**src/rtl/sg_pkg.sv**
```systemverilog
package sg_pkg;

    typedef enum logic [1:0] {
        PH_RUN = 2'd0,   // rotor considered turning
        PH_ON  = 2'd1,   // stalled, retry burst (level rising)
        PH_OFF = 2'd2    // stalled, rest period (level falling)
    } sg_phase_e;

endpackage

```
**src/rtl/sg_fg_edge.sv**
```systemverilog
module sg_fg_edge #(
    parameter int SYNC_STAGES = 2
) (
    input  logic clk,
    input  logic rst_n,
    input  logic fg_in,
    output logic fg_edge
);
    typedef struct packed {
        logic [SYNC_STAGES-1:0] sync;
        logic                   prev;
    } edge_st_t;

    edge_st_t st_q, st_d;
    logic [SYNC_STAGES-1:0] chain_d;

    assign chain_d[0] = fg_in;
    for (genvar gi = 1; gi < SYNC_STAGES; gi++) begin : g_chain
        assign chain_d[gi] = st_q.sync[gi-1];
    end

    always_comb begin
        st_d      = st_q;
        st_d.sync = chain_d;
        st_d.prev = st_q.sync[SYNC_STAGES-1];
    end

    always_ff @(posedge clk or negedge rst_n) begin
        if (!rst_n) st_q <= '0;
        else        st_q <= st_d;
    end

    assign fg_edge = st_q.sync[SYNC_STAGES-1] ^ st_q.prev;
endmodule

```
**src/rtl/sg_core.sv**
```systemverilog
module sg_core
    import sg_pkg::*;
#(
    parameter int CHG_STEP  = 14,
    parameter int OFF_STEP  = 1,
    parameter int EDGE_STEP = 700,
    parameter int LO_LEVEL  = 2800,
    parameter int HI_LEVEL  = 8400
) (
    input  logic      clk,
    input  logic      rst_n,
    input  logic      tick,
    input  logic      fg_edge,
    input  logic      prot_en,
    output sg_phase_e phase
);
    localparam int LVL_W = $clog2(HI_LEVEL + CHG_STEP + 1);

    typedef logic [LVL_W:0]   ext_t;
    typedef logic [LVL_W-1:0] lvl_t;

    localparam ext_t CHG_X  = ext_t'(CHG_STEP);
    localparam ext_t OFF_X  = ext_t'(OFF_STEP);
    localparam ext_t EDGE_X = ext_t'(EDGE_STEP);
    localparam ext_t LO_X   = ext_t'(LO_LEVEL);
    localparam ext_t HI_X   = ext_t'(HI_LEVEL);

    typedef struct packed {
        sg_phase_e phase;
        lvl_t      level;
    } core_st_t;

    core_st_t st_q, st_d;
    ext_t     lvl_x, charged, drained;

    always_comb begin
        lvl_x   = ext_t'(st_q.level);
        charged = tick ? lvl_x + CHG_X : lvl_x;
        if (!fg_edge)            drained = charged;
        else if (charged > EDGE_X) drained = charged - EDGE_X;
        else                     drained = '0;

        st_d = st_q;
        if (!prot_en) begin
            st_d.phase = PH_RUN;
            st_d.level = '0;
        end else begin
            unique case (st_q.phase)
                PH_RUN: begin
                    if (drained >= HI_X) begin
                        st_d.phase = PH_OFF;
                        st_d.level = lvl_t'(HI_X);
                    end else begin
                        st_d.level = lvl_t'(drained);
                    end
                end
                PH_ON: begin
                    if (fg_edge) begin
                        st_d.phase = PH_RUN;
                        st_d.level = (drained >= HI_X) ? lvl_t'(HI_X - ext_t'(1))
                                                       : lvl_t'(drained);
                    end else if (charged >= HI_X) begin
                        st_d.phase = PH_OFF;
                        st_d.level = lvl_t'(HI_X);
                    end else begin
                        st_d.level = lvl_t'(charged);
                    end
                end
                PH_OFF: begin
                    if (tick) begin
                        if (lvl_x <= LO_X + OFF_X) begin
                            st_d.phase = PH_ON;
                            st_d.level = lvl_t'(LO_X);
                        end else begin
                            st_d.level = lvl_t'(lvl_x - OFF_X);
                        end
                    end
                end
                default: begin
                    st_d.phase = PH_RUN;
                    st_d.level = '0;
                end
            endcase
        end
    end

    always_ff @(posedge clk or negedge rst_n) begin
        if (!rst_n) st_q <= '{phase: PH_RUN, level: '0};
        else        st_q <= st_d;
    end

    assign phase = st_q.phase;
endmodule

```
**src/rtl/sg_out.sv**
```systemverilog
module sg_out
    import sg_pkg::*;
(
    input  logic      prot_en,
    input  sg_phase_e phase,
    output logic      drive_en,
    output logic      lock_flag
);
    always_comb begin
        drive_en  = 1'b1;
        lock_flag = 1'b0;
        if (prot_en) begin
            drive_en  = (phase != PH_OFF);
            lock_flag = (phase != PH_RUN);
        end
    end
endmodule

```
**src/rtl/stall_guard.sv**
```systemverilog
module stall_guard
    import sg_pkg::*;
#(
    parameter int SYNC_STAGES = 2,
    parameter int CHG_STEP    = 14,
    parameter int OFF_STEP    = 1,
    parameter int EDGE_STEP   = 700,
    parameter int LO_LEVEL    = 2800,
    parameter int HI_LEVEL    = 8400
) (
    input  logic clk,
    input  logic rst_n,
    input  logic tick,
    input  logic prot_en,
    input  logic fg_in,
    output logic drive_en,
    output logic lock_flag
);
    logic      fg_edge;
    sg_phase_e phase;

    sg_fg_edge #(.SYNC_STAGES(SYNC_STAGES)) u_edge (
        .clk     (clk),
        .rst_n   (rst_n),
        .fg_in   (fg_in),
        .fg_edge (fg_edge)
    );

    sg_core #(
        .CHG_STEP  (CHG_STEP),
        .OFF_STEP  (OFF_STEP),
        .EDGE_STEP (EDGE_STEP),
        .LO_LEVEL  (LO_LEVEL),
        .HI_LEVEL  (HI_LEVEL)
    ) u_core (
        .clk     (clk),
        .rst_n   (rst_n),
        .tick    (tick),
        .fg_edge (fg_edge),
        .prot_en (prot_en),
        .phase   (phase)
    );

    sg_out u_out (
        .prot_en   (prot_en),
        .phase     (phase),
        .drive_en  (drive_en),
        .lock_flag (lock_flag)
    );
endmodule

```
**config.mk**
```make
export PLATFORM = sky130hd
export DESIGN_NAME = stall_guard
export DESIGN_NICKNAME = d
export VERILOG_FILES = /design/src/rtl/sg_pkg.sv /design/src/rtl/sg_fg_edge.sv /design/src/rtl/sg_core.sv /design/src/rtl/sg_out.sv /design/src/rtl/stall_guard.sv
export SDC_FILE = /design/constraint.sdc
export NUM_CORES = 1
export LEC_CHECK = 0
export BUFFER_PORTS_ARGS = -buffer_cell sky130_fd_sc_hd__buf_4
export CORE_UTILIZATION = 45
export CTS_BUF_LIST = sky130_fd_sc_hd__clkbuf_8
export CTS_CLUSTER_DIAMETER = 100
export DETAILED_ROUTE_END_ITERATION = 10
export GPL_ROUTABILITY_DRIVEN = 1
export PLACE_DENSITY = 0.69
export REMOVE_ABC_BUFFERS = 1
export SETUP_SLACK_MARGIN = 0.5
export SLEW_MARGIN = 30
export SYNTH_ARGS = -nofsm -noshare
export SYNTH_HDL_FRONTEND = slang
export SYNTH_SLANG_ARGS = --single-unit
```
**constraint.sdc**
```tcl
create_clock -name clk -period 4.5 [get_ports clk]
set_clock_uncertainty 0.05 [all_clocks]
set_input_delay 0.675 -clock clk [delete_from_list [all_inputs] [get_ports clk]]
set_output_delay 0.675 -clock clk [all_outputs]
set_load 0.005 [all_outputs]
```
==> results.sh, run 1 <==
export IMPL_outcome="finished clean"
export IMPL_async_flop_share_pct=100
export IMPL_clock_sinks=19
export IMPL_synth_adder_area_share_pct=1.83
export IMPL_synthXorXnorAreaFrac_pct=8.58
export IMPL_p_int_mw=0.993
export IMPL_synthMuxAreaShare_pct=0.776
export IMPL_cts_buffer_depth=2
export IMPL_yosysWarnings=0
export IMPL_gp_congestion=0.953
export IMPL_p_comb_share_pct=78.8
export IMPL_avgViaCountPerCell=7.17
export IMPL_yosysTopAreaCell="dfrtp_1"
export IMPL_totalWireLength_um=9190
export IMPL_num_vias=3214
export IMPL_maxSlewHeadroom_pct=33.7
export IMPL_final_max_slew_violation_count=0
export IMPL_synth_seq_cells=19
export IMPL_grt_overflow=0
export IMPL_root_buffer="clkbuf_8"
export IMPL_synth_common_cells="32 x nor2_1, 29 x nand2_1, 27 x a21oi_1, 24 x o21ai_0, 20 x nor3_1"
export IMPL_fp_coreArea_um2=5890
export IMPL_required_ns=4.63
export IMPL_dr_pass1_iters=5
export IMPL_clk_pin_slew_ns=0.07
export IMPL_drive_above_1_share_pct=13.7
export IMPL_final_nets=383
export IMPL_worstSkewPairLatency_ns=0.26
export IMPL_track_usage_pct=29.7
export IMPL_synth_edf_count=0
export IMPL_worst_slew_pin_slew_ns=0.991
export IMPL_yosysTopAreaCellShare_pct=17.4
export IMPL_die_h_um=80.0
export IMPL_initial_core_util_pct=46.6
export IMPL_die_w_um=80.0
export IMPL_tns_ns=0
export IMPL_drcViolationCount=0
export IMPL_criticalPathCategory="reg -> reg"
export IMPL_p_leak_nw=1.15
export IMPL_synth_top_family_by_area="compound AO/OA/AOI/OAI gates"
export IMPL_grt_start_max_net_pins=21
export IMPL_synthCells=378
export IMPL_area_growth_pct=8.08
export IMPL_min_path_type="in -> async"
export IMPL_switching_share_pct=58.1
export IMPL_crit_arrival_ns=3.96
export IMPL_io_buffer_count=6
export IMPL_grt_first_pass_wirelength_um=14800
export IMPL_yosysSeqAreaShare_pct=17.4
export IMPL_insertedDiodeCount=0
export IMPL_vdd_ir_drop_max_v=0.000416
export IMPL_hold_viol=0
export IMPL_cp_max_fo=13
export IMPL_cts_tree="built"
export IMPL_synth_area_um2=2740
export IMPL_end_kind="register"
export IMPL_synth_distinct_cells=72
export IMPL_syn_area_per_cell_um2=7.25
export IMPL_antenna_found_initial=0
export IMPL_period_minus_slack_ns=3.84
export IMPL_power_density_nw_per_um2=800
export IMPL_netlist_top_cells_area="dfrtp_1 17%, xnor2_1 5.1%, a21oi_1 4.9%, o21ai_0 4.4%, nor2_1 4.4%"
export IMPL_p_sw_mw=1.38
export IMPL_io_pins=7
export IMPL_ant_nets=0
export IMPL_routedWlPerCell_um=20.5
export IMPL_dp_hpwl_um=6750
export IMPL_finalSetupViolCount=0
export IMPL_grt_pass1_vias=2896
export IMPL_seq_power_share_pct=16.2
export IMPL_fmax_mhz=261
export IMPL_htree_levels=1
export IMPL_drt_iter0_markers=445
export IMPL_synth_compound_area_share_pct=35.1
export IMPL_p_clk_share_pct=5.0
export IMPL_die_area_um2=6410
export IMPL_cp_start_kind="register"
export IMPL_yosysMostFrequentCell="nor2_1"
export IMPL_finalCritPeriodShare_pct=85.2
export IMPL_maxCapViolations=0
export IMPL_fp_row_count=28
export IMPL_synth_simple_gate_area_share_pct=30.0
export IMPL_grt_setup_unrepaired="false"
export IMPL_ys_flop_type="dfrtp_1"
export IMPL_power_total_mw=2.37
export IMPL_cts_buffers=3
==> power groups by stage <==
stage	clock (mW)	sequential [mW]	combinational (mW)
6_report	0.119	0.384	1.87
5_1_grt	0.129	0.390	2.02
4_1_cts	0.119	0.384	1.74
3_5_place_dp	0	0.385	1.73
3_3_place_gp	0	0.385	1.72
2_1_floorplan	0	0.387	1.21
==> critical path: stages (launching register included) <==
cell	delay, ns
dfrtp_1	0.61
nand4_4	0.27
or4_1	0.73
nor4_4	0.40
o21ai_1	0.14
nor2_1	0.19
xnor2_1	0.12
nor4_2	0.31
a21oi_2	0.10
buf_4	0.20
or4_1	0.43
o211ai_1	0.20
==> sequential cells by signal, summed over array words and instances (netlist names) <==
register and flops:
u_core.phase 2, u_edge.chain_d 1, u_edge.st_q 1, u_edge.st_d 1, u_core.lvl_x 14
==> layout by cell type, fill, tap and decap left out, types with 13 or more instances in the layout <==
master	count
nand3_1	15
nand2_1	29
nor3_1	19
inv_1	13
nor2_1	32
dfrtp_1	18
o21ai_0	24
buf_4	20
a21oi_1	27
xnor2_1	14
==> logic make-up after synthesis <==
kind of cell,after synthesis
adder cells (fa/ha/maj),4
buffers and inverters,41
multiplexers,2
XOR/XNOR,26
AND/OR/NAND/NOR,152
flip-flops,19
AO/OA/AOI/OAI,134
==> path summary, 6_finish.rpt <==
check                                  start          endpoint  slack [ns]  cells past startpoint
min reg2reg                u_edge.chain_d[1]    u_edge.st_d[0]        0.30                      0
max reg2reg                  u_core.lvl_x[4]   u_core.lvl_x[2]        0.66                     11
min in group clk           u_edge.chain_d[1]    u_edge.st_d[0]        0.30                      0
min                                    rst_n  u_core.lvl_x[10]        0.22                      1
max                          u_core.lvl_x[4]   u_core.lvl_x[2]        0.66                     11
max in group asynchronous              rst_n   u_core.lvl_x[1]        3.96                      1
==> through the flow <==
step	instances	util [%]	setup slack (ns)	hold WS [ns]	area [um2]
after floorplan	349	-	0.723	0.281	2610
after CTS	447	49.4	0.567	0.236	2910
after detailed placement	443	48.4	0.397	0.291	2850
final	448	50.3	0.664	0.224	2960
after global placement	443	48.4	0.446	0.283	2850
after global routing	448	50.3	0.500	0.234	2960
==> final cells by class <==
class,instances,area [um2]
Fill cell,582,2920
Multi-Input combinational cell,318,2150
Sequential cell,19,477
Timing Repair Buffer,20,150
Tap cell,75,93.8
Inverter,12,45.0
Clock buffer,3,41.3
Clock inverter,1,3.75
==> per-layer routing <==
| layer | vias to the layer above | routed length (um) | global-route usage, % |
|---|---|---|---|
| met2 | 263 | 4090 | 45.6 |
| li1 | 1423 | - | - |
| met1 | 1474 | 3610 | 39.9 |
| met4 | 0 | 392 | 12.9 |
| met5 | - | 0 | 0 |
| met3 | 54 | 1090 | 5.94 |
==> repair_timing <==
item | 4_1_cts | 5_1_grt
resized for setup | 5 | 8
setup buffers | 0 | 1
pin swaps | 0 | 0
setup endpoints to repair | 7 | 12
hold buffers | 0 | 0
(Power assumes the default switching activity.)
==> run 2: changes to the inputs <==
--- a/config.mk
+++ b/config.mk
@@ -6,6 +6,7 @@
 export NUM_CORES = 1
 export LEC_CHECK = 0
 export BUFFER_PORTS_ARGS = -buffer_cell sky130_fd_sc_hd__buf_4
+export CORE_ASPECT_RATIO = 1.75
 export CORE_UTILIZATION = 45
 export CTS_BUF_LIST = sky130_fd_sc_hd__clkbuf_8
 export CTS_CLUSTER_DIAMETER = 100
==> run 2 against run 1 <==
  * Setup slack worse by 0.0070 ns
  * Highest routed layer unchanged
  * Final area is 0.84% higher
  * Critical path type unchanged
  * Fmax is 0.18% lower
  * Cell count is 2.0% higher
==> results.sh, run 2 (synthesis gave the netlist of run 1 again) <==
export IMPL_grt_setup_unrepaired="false"
export IMPL_switching_share_pct=58.2
export IMPL_fp_row_count=37
export IMPL_drcViolationCount=0
export IMPL_final_nets=389
export IMPL_cp_start_kind="register"
export IMPL_grt_overflow=0
export IMPL_worstSkewPairLatency_ns=0.26
export IMPL_initial_core_util_pct=46.6
export IMPL_layout_commonest_cell="nor2_1"
export IMPL_dp_hpwl_um=7560
export IMPL_antenna_found_initial=0
export IMPL_cp_max_fo=9
export IMPL_die_h_um=105
export IMPL_period_minus_slack_ns=3.84
export IMPL_grt_first_pass_wirelength_um=16200
export IMPL_area_growth_pct=9.00
export IMPL_clk_pin_slew_ns=0.08
export IMPL_clock_sinks=19
export IMPL_required_ns=4.59
export IMPL_end_kind="register"
export IMPL_track_usage_pct=34.3
export IMPL_crit_slowest_cell="dfrtp_1"
export IMPL_cts_buffer_depth=2
export IMPL_dr_pass1_iters=5
export IMPL_cts_buffers=3
export IMPL_die_w_um=61.0
export IMPL_cpPeakStageDelay_ns=0.65
export IMPL_ant_nets=0
export IMPL_worst_slew_pin_slew_ns=0.967
export IMPL_crit_chain="nand4_4 > nor4_1 > xnor2_1 > a21boi_0 > o2111ai_2 > a21boi_4 > o2111ai_1 > a21oi_2 > buf_4 > a311oi_1 > o21ai_1"
export IMPL_p_int_mw=1.02
export IMPL_grt_start_max_net_pins=21
export IMPL_io_buffer_count=6
export IMPL_vdd_ir_drop_max_v=0.000340
export IMPL_htree_levels=1
export IMPL_power_total_mw=2.45
export IMPL_power_density_nw_per_um2=820
export IMPL_hold_buffers=0
export IMPL_dp_slack_ns=0.327
export IMPL_drive_above_1_share_pct=14.2
export IMPL_num_vias=3161
export IMPL_fp_coreArea_um2=5880
export IMPL_cts_tree="built"
export IMPL_crit_arrival_ns=3.93
export IMPL_layout_common_cells="31 x nor2_1, 29 x nand2_1, 27 x a21oi_1, 26 x buf_4, 24 x o21ai_0"
export IMPL_p_comb_share_pct=79.1
export IMPL_p_leak_nw=1.17
export IMPL_fin_area_um2=2990
export IMPL_largest_reg_flops=14
export IMPL_outcome="finished clean"
export IMPL_drt_iter0_markers=271
export IMPL_die_area_um2=6420
export IMPL_avgViaCountPerCell=6.92
export IMPL_fin_ws_ns=0.657
export IMPL_finalCritPeriodShare_pct=85.4
export IMPL_seq_power_share_pct=15.6
export IMPL_gp_congestion=1.03
export IMPL_io_pins=7
export IMPL_root_buffer="clkbuf_8"
export IMPL_largest_register="u_core.lvl_x"
export IMPL_insertedDiodeCount=0
export IMPL_hold_viol=0
export IMPL_routedWlPerCell_um=22.2
export IMPL_critPathBufInv=1
export IMPL_crit_family="compound AO/OA/AOI/OAI gates"
export IMPL_fmax_mhz=260
export IMPL_p_clk_share_pct=5.3
export IMPL_totalWireLength_um=10100
export IMPL_min_path_type="in -> async"
export IMPL_final_max_slew_violation_count=0
export IMPL_grt_pass1_vias=3084
export IMPL_placed_area_um2=2870
export IMPL_maxSlewHeadroom_pct=35.3
export IMPL_tns_ns=0
export IMPL_p_sw_mw=1.43
export IMPL_criticalPathCategory="reg -> reg"
export IMPL_finalSetupViolCount=0
export IMPL_maxCapViolations=0
## run 2: final timing paths
| kind | start | to | slack (ns) | cells past startpoint |
|---|---|---|---|---|
| max | u_core.lvl_x[4] | u_core.lvl_x[6] | 0.66 | 11 |
| min | rst_n | u_core.lvl_x[13] | 0.22 | 1 |
| max reg2reg | u_core.lvl_x[4] | u_core.lvl_x[6] | 0.66 | 11 |
| min reg2reg | u_edge.chain_d[1] | u_edge.st_d[0] | 0.31 | 0 |
| max in group asynchronous | rst_n | u_core.lvl_x[2] | 3.95 | 1 |
| min in group clk | u_edge.chain_d[1] | u_edge.st_d[0] | 0.31 | 0 |
## run 2: power by group through the flow
stage | clock, mW | sequential, mW | combinational, mW
global route | 0.140 | 0.386 | 2.09
CTS | 0.126 | 0.377 | 1.80
finish | 0.129 | 0.383 | 1.94
detailed placement | 0 | 0.380 | 1.78
global placement | 0 | 0.378 | 1.77
floorplan | 0 | 0.387 | 1.21
## run 2: area by class of cell
class	instances	area, um2
Fill cell	612	2890
Clock inverter	1	5.00
Tap cell	78	97.6
Timing Repair Buffer	26	195
Multi-Input combinational cell	318	2130
Sequential cell	19	477
Clock buffer	3	41.3
Inverter	12	45.0
## run 2: what timing repair did
action / 4_1_cts / 5_1_grt
buffers inserted: 1 / 4
resized for setup: 1 / 7
endpoints found under the setup margin: 12 / 14
## run 2: per-stage QoR
step           instances  hold WS, ns  util, %
2_1_floorplan        349        0.281        -
3_3_place_gp         448        0.296     48.8
4_1_cts              453        0.234     49.7
6_report             457        0.220     50.8
3_5_place_dp         448        0.288     48.8
5_1_grt              457        0.230     50.8
## run 2: per-layer routing
layer / global-route usage [%] / wire (um)
met1: 38.2 / 3380
met2: 56.8 / 4910
met3: 4.91 / 826
met4: 24.4 / 1010
met5: 0 / 0
==> run 3: changes to the inputs <==
--- a/config.mk
+++ b/config.mk
@@ -5,6 +5,7 @@
 export SDC_FILE = /design/constraint.sdc
 export NUM_CORES = 1
 export LEC_CHECK = 0
+export ABC_AREA = 1
 export BUFFER_PORTS_ARGS = -buffer_cell sky130_fd_sc_hd__buf_4
 export CORE_ASPECT_RATIO = 1.75
 export CORE_UTILIZATION = 45
==> run 3 against run 2 <==
  * Fmax is 7.1% higher
  * Largest power group unchanged
  * Largest cell class unchanged
  * First-iteration DRC count fell by 55%
  * Register-to-register slack gained 0.25 ns
  * Sequential power down 8.6%
  * Sequential share of layout area rose by 2.7 points
  * Via count shrank 10%
  * Synthesized area shrank 11%
  * Synthesized cell count grew 12%
  * Setup slack better by 0.25 ns
  * Total power shrank 17%
==> results.sh, run 3 <==
export IMPL_io_buffer_count=6
export IMPL_min_path_type="in -> async"
export IMPL_power_total_mw=2.02
export IMPL_ant_nets=0
export IMPL_r2r_slack_ns=0.91
export IMPL_grt_busiest_layer="met2"
export IMPL_fp_row_count=35
export IMPL_synth_compound_area_share_pct=11.8
export IMPL_die_area_um2=5740
export IMPL_largest_register="u_core.lvl_x"
export IMPL_antenna_found_initial=0
export IMPL_dp_hpwl_um=6660
export IMPL_grt_overflow=0
export IMPL_switching_share_pct=62.6
export IMPL_crit_path_frequent_cell="nand2_1"
export IMPL_dr_pass1_iters=6
export IMPL_p_int_mw=0.757
export IMPL_tns_ns=0
export IMPL_synthXorXnorAreaFrac_pct=4.30
export IMPL_yosysTopAreaCell="nand2_1"
export IMPL_worst_slew_pin_slew_ns=0.845
export IMPL_crit_chain="inv_1 > ha_1 > o21ai_1 > ha_1 > nand3_1 > nor2_1 > nand2_1 > nor2_1 > nand2_2 > nand2_2 > inv_2 > nand3_1 > nand2_1 > nor2_1 > nand2_1 > nand2_2 > nand2_1 > o21ai_1 > nand2_1 > o21ai_1"
export IMPL_clk_pin_slew_ns=0.09
export IMPL_io_pins=7
export IMPL_hold_buffers=0
export IMPL_use_met1_pct=31.0
export IMPL_maxSlewHeadroom_pct=43.4
export IMPL_initial_core_util_pct=46.5
export IMPL_htree_levels=1
export IMPL_cpPeakStageDelay_ns=0.50
export IMPL_totalWireLength_um=8440
export IMPL_yosysSeqAreaShare_pct=19.4
export IMPL_fin_ws_ns=0.911
export IMPL_synth_simple_gate_area_share_pct=51.2
export IMPL_drt_iter0_markers=122
export IMPL_fmax_mhz=279
export IMPL_area_growth_pct=4.04
export IMPL_largest_reg_flops=14
export IMPL_synthMuxAreaShare_pct=0
export IMPL_layout_commonest_cell="nand2_1"
export IMPL_period_minus_slack_ns=3.59
export IMPL_p_comb_share_pct=76.1
export IMPL_final_nets=435
export IMPL_p_leak_nw=1.36
export IMPL_seq_power_share_pct=17.3
export IMPL_ys_flop_type="dfrtp_1"
export IMPL_required_ns=4.64
export IMPL_postCtsSetupRepairBufs=0
export IMPL_gp_congestion=0.986
export IMPL_track_usage_pct=31.4
export IMPL_clock_sinks=19
export IMPL_insertedDiodeCount=0
export IMPL_synthCells=425
export IMPL_synth_seq_cells=19
export IMPL_maxCapViolations=0
export IMPL_die_h_um=99.5
export IMPL_criticalPathCategory="reg -> reg"
export IMPL_synth_edf_count=0
export IMPL_cts_buffers=3
export IMPL_drcViolationCount=0
export IMPL_yosysWarnings=0
export IMPL_cp_start_kind="register"
export IMPL_die_w_um=57.7
export IMPL_hold_viol=0
export IMPL_fp_coreArea_um2=5260
export IMPL_grt_util_met2_pct=56.7
export IMPL_netlist_top_cells_area="nand2_1 21%, dfrtp_1 19%, nand3_1 9.2%, inv_1 7.5%, nor2_1 6.8%"
export IMPL_outcome="finished clean"
export IMPL_root_buffer="clkbuf_8"
export IMPL_n_fill_cell=575
export IMPL_yosysMostFrequentCell="nand2_1"
export IMPL_drive_above_1_share_pct=11.1
export IMPL_async_flop_share_pct=100
export IMPL_avgViaCountPerCell=5.90
export IMPL_placed_area_um2=2490
export IMPL_vdd_ir_drop_max_v=0.000416
export IMPL_power_density_nw_per_um2=796
export IMPL_grt_pass1_vias=2698
export IMPL_p_sw_mw=1.27
export IMPL_synth_top_family_by_area="simple AND/OR/NAND/NOR gates"
export IMPL_place_inst=476
export IMPL_routedWlPerCell_um=17.6
export IMPL_finalCritPeriodShare_pct=79.8
export IMPL_yosysTopAreaCellShare_pct=21.0
export IMPL_dp_slack_ns=0.873
export IMPL_crit_slowest_cell="dfrtp_1"
export IMPL_seqCellArea_um2=475
export IMPL_grt_start_max_net_pins=25
export IMPL_syn_area_per_cell_um2=5.75
export IMPL_end_kind="register"
export IMPL_layout_common_cells="137 x nand2_1, 49 x inv_1, 45 x nand3_1, 44 x nor2_1, 21 x o21ai_0"
export IMPL_final_cells=480
export IMPL_final_max_slew_violation_count=0
export IMPL_cp_max_fo=14
export IMPL_p_clk_share_pct=6.6
export IMPL_worstSkewPairLatency_ns=0.27
export IMPL_synth_adder_area_share_pct=2.05
export IMPL_grt_setup_unrepaired="false"
export IMPL_crit_arrival_ns=3.73
export IMPL_synth_area_um2=2440
export IMPL_cts_buffer_depth=2
export IMPL_finalSetupViolCount=0
export IMPL_cts_resized=0
export IMPL_multi_input_area_um2=1700
export IMPL_synth_common_cells="137 x nand2_1, 49 x inv_1, 45 x nand3_1, 44 x nor2_1, 21 x o21ai_0"
export IMPL_cts_tree="built"
export IMPL_grt_use_met3_pct=4.81
export IMPL_grt_first_pass_wirelength_um=13400
export IMPL_num_vias=2831
export IMPL_fin_area_um2=2540
export IMPL_synth_distinct_cells=33
[run 3: cell types whose count changed after synthesis, sizes merged, moves of 18 or more]
cell	previous run	this run
inv	12	53
nor2	32	53
nor3	21	3
a21oi	28	8
nand3	15	49
nand2	30	153
[run 3: worst paths after layout]
| kind | startpoint | to | depth (start not counted) |
|---|---|---|---|
| min | rst_n | u_edge.st_d[0] | 1 |
| max in group asynchronous | rst_n | u_core.lvl_x[2] | 1 |
| min in group clk | u_edge.chain_d[1] | u_edge.st_d[0] | 0 |
| min reg2reg | u_edge.chain_d[1] | u_edge.st_d[0] | 0 |
| max reg2reg | u_core.lvl_x[2] | u_core.lvl_x[9] | 20 |
| max | u_core.lvl_x[2] | u_core.lvl_x[9] | 20 |
[run 3: kinds of logic after synthesis]
logic type      after synthesis
simple gates                274
buf+inv                      65
compound gates               51
flops                        19
xor+xnor                     12
fa+ha+maj                     4
[run 3: layout make-up]
class,instances,area share [%]
timing repair buffer,7,2.07
sequential,19,18.7
clock buffer,3,1.62
multi-input combinational,341,66.7
inverter,54,7.97
clock inverter,1,0.295
tap,55,2.71
[run 3: critical path: cells and delay by family (launching register included)]
| kind | cells | cell delay (ns) |
|---|---|---|
| and+or+nand+nor | 13 | 1.64 |
| AOI/OAI and AO/OA | 3 | 0.62 |
| adders and majority gates | 2 | 0.52 |
| DFF | 1 | 0.50 |
| buffers and inverters | 2 | 0.18 |
[run 3: layer usage]
layer | part of all wire, % | up-vias
li1 | - | 1376
met2 | 51 | 129
met4 | 8.4 | 0
met3 | 6.2 | 45
met5 | 0 | -
met1 | 35 | 1281
[run 3: power groups by stage]
stage | Clock [mW] | Combinational [mW] | Sequential (mW)
6_report | 0.134 | 1.54 | 0.350
5_1_grt | 0.140 | 1.70 | 0.356
2_1_floorplan | 0 | 1.13 | 0.313
3_5_place_dp | 0 | 1.49 | 0.348
3_3_place_gp | 0 | 1.48 | 0.347
4_1_cts | 0.136 | 1.49 | 0.345
[run 3: per-stage QoR]
stage / util [%] / hold WS [ns]
final: 48.4 / 0.221
after detailed placement: 47.5 / 0.310
after CTS: 48.4 / 0.228
after global routing: 48.4 / 0.240
after global placement: 47.5 / 0.284
after floorplan: - / 0.281
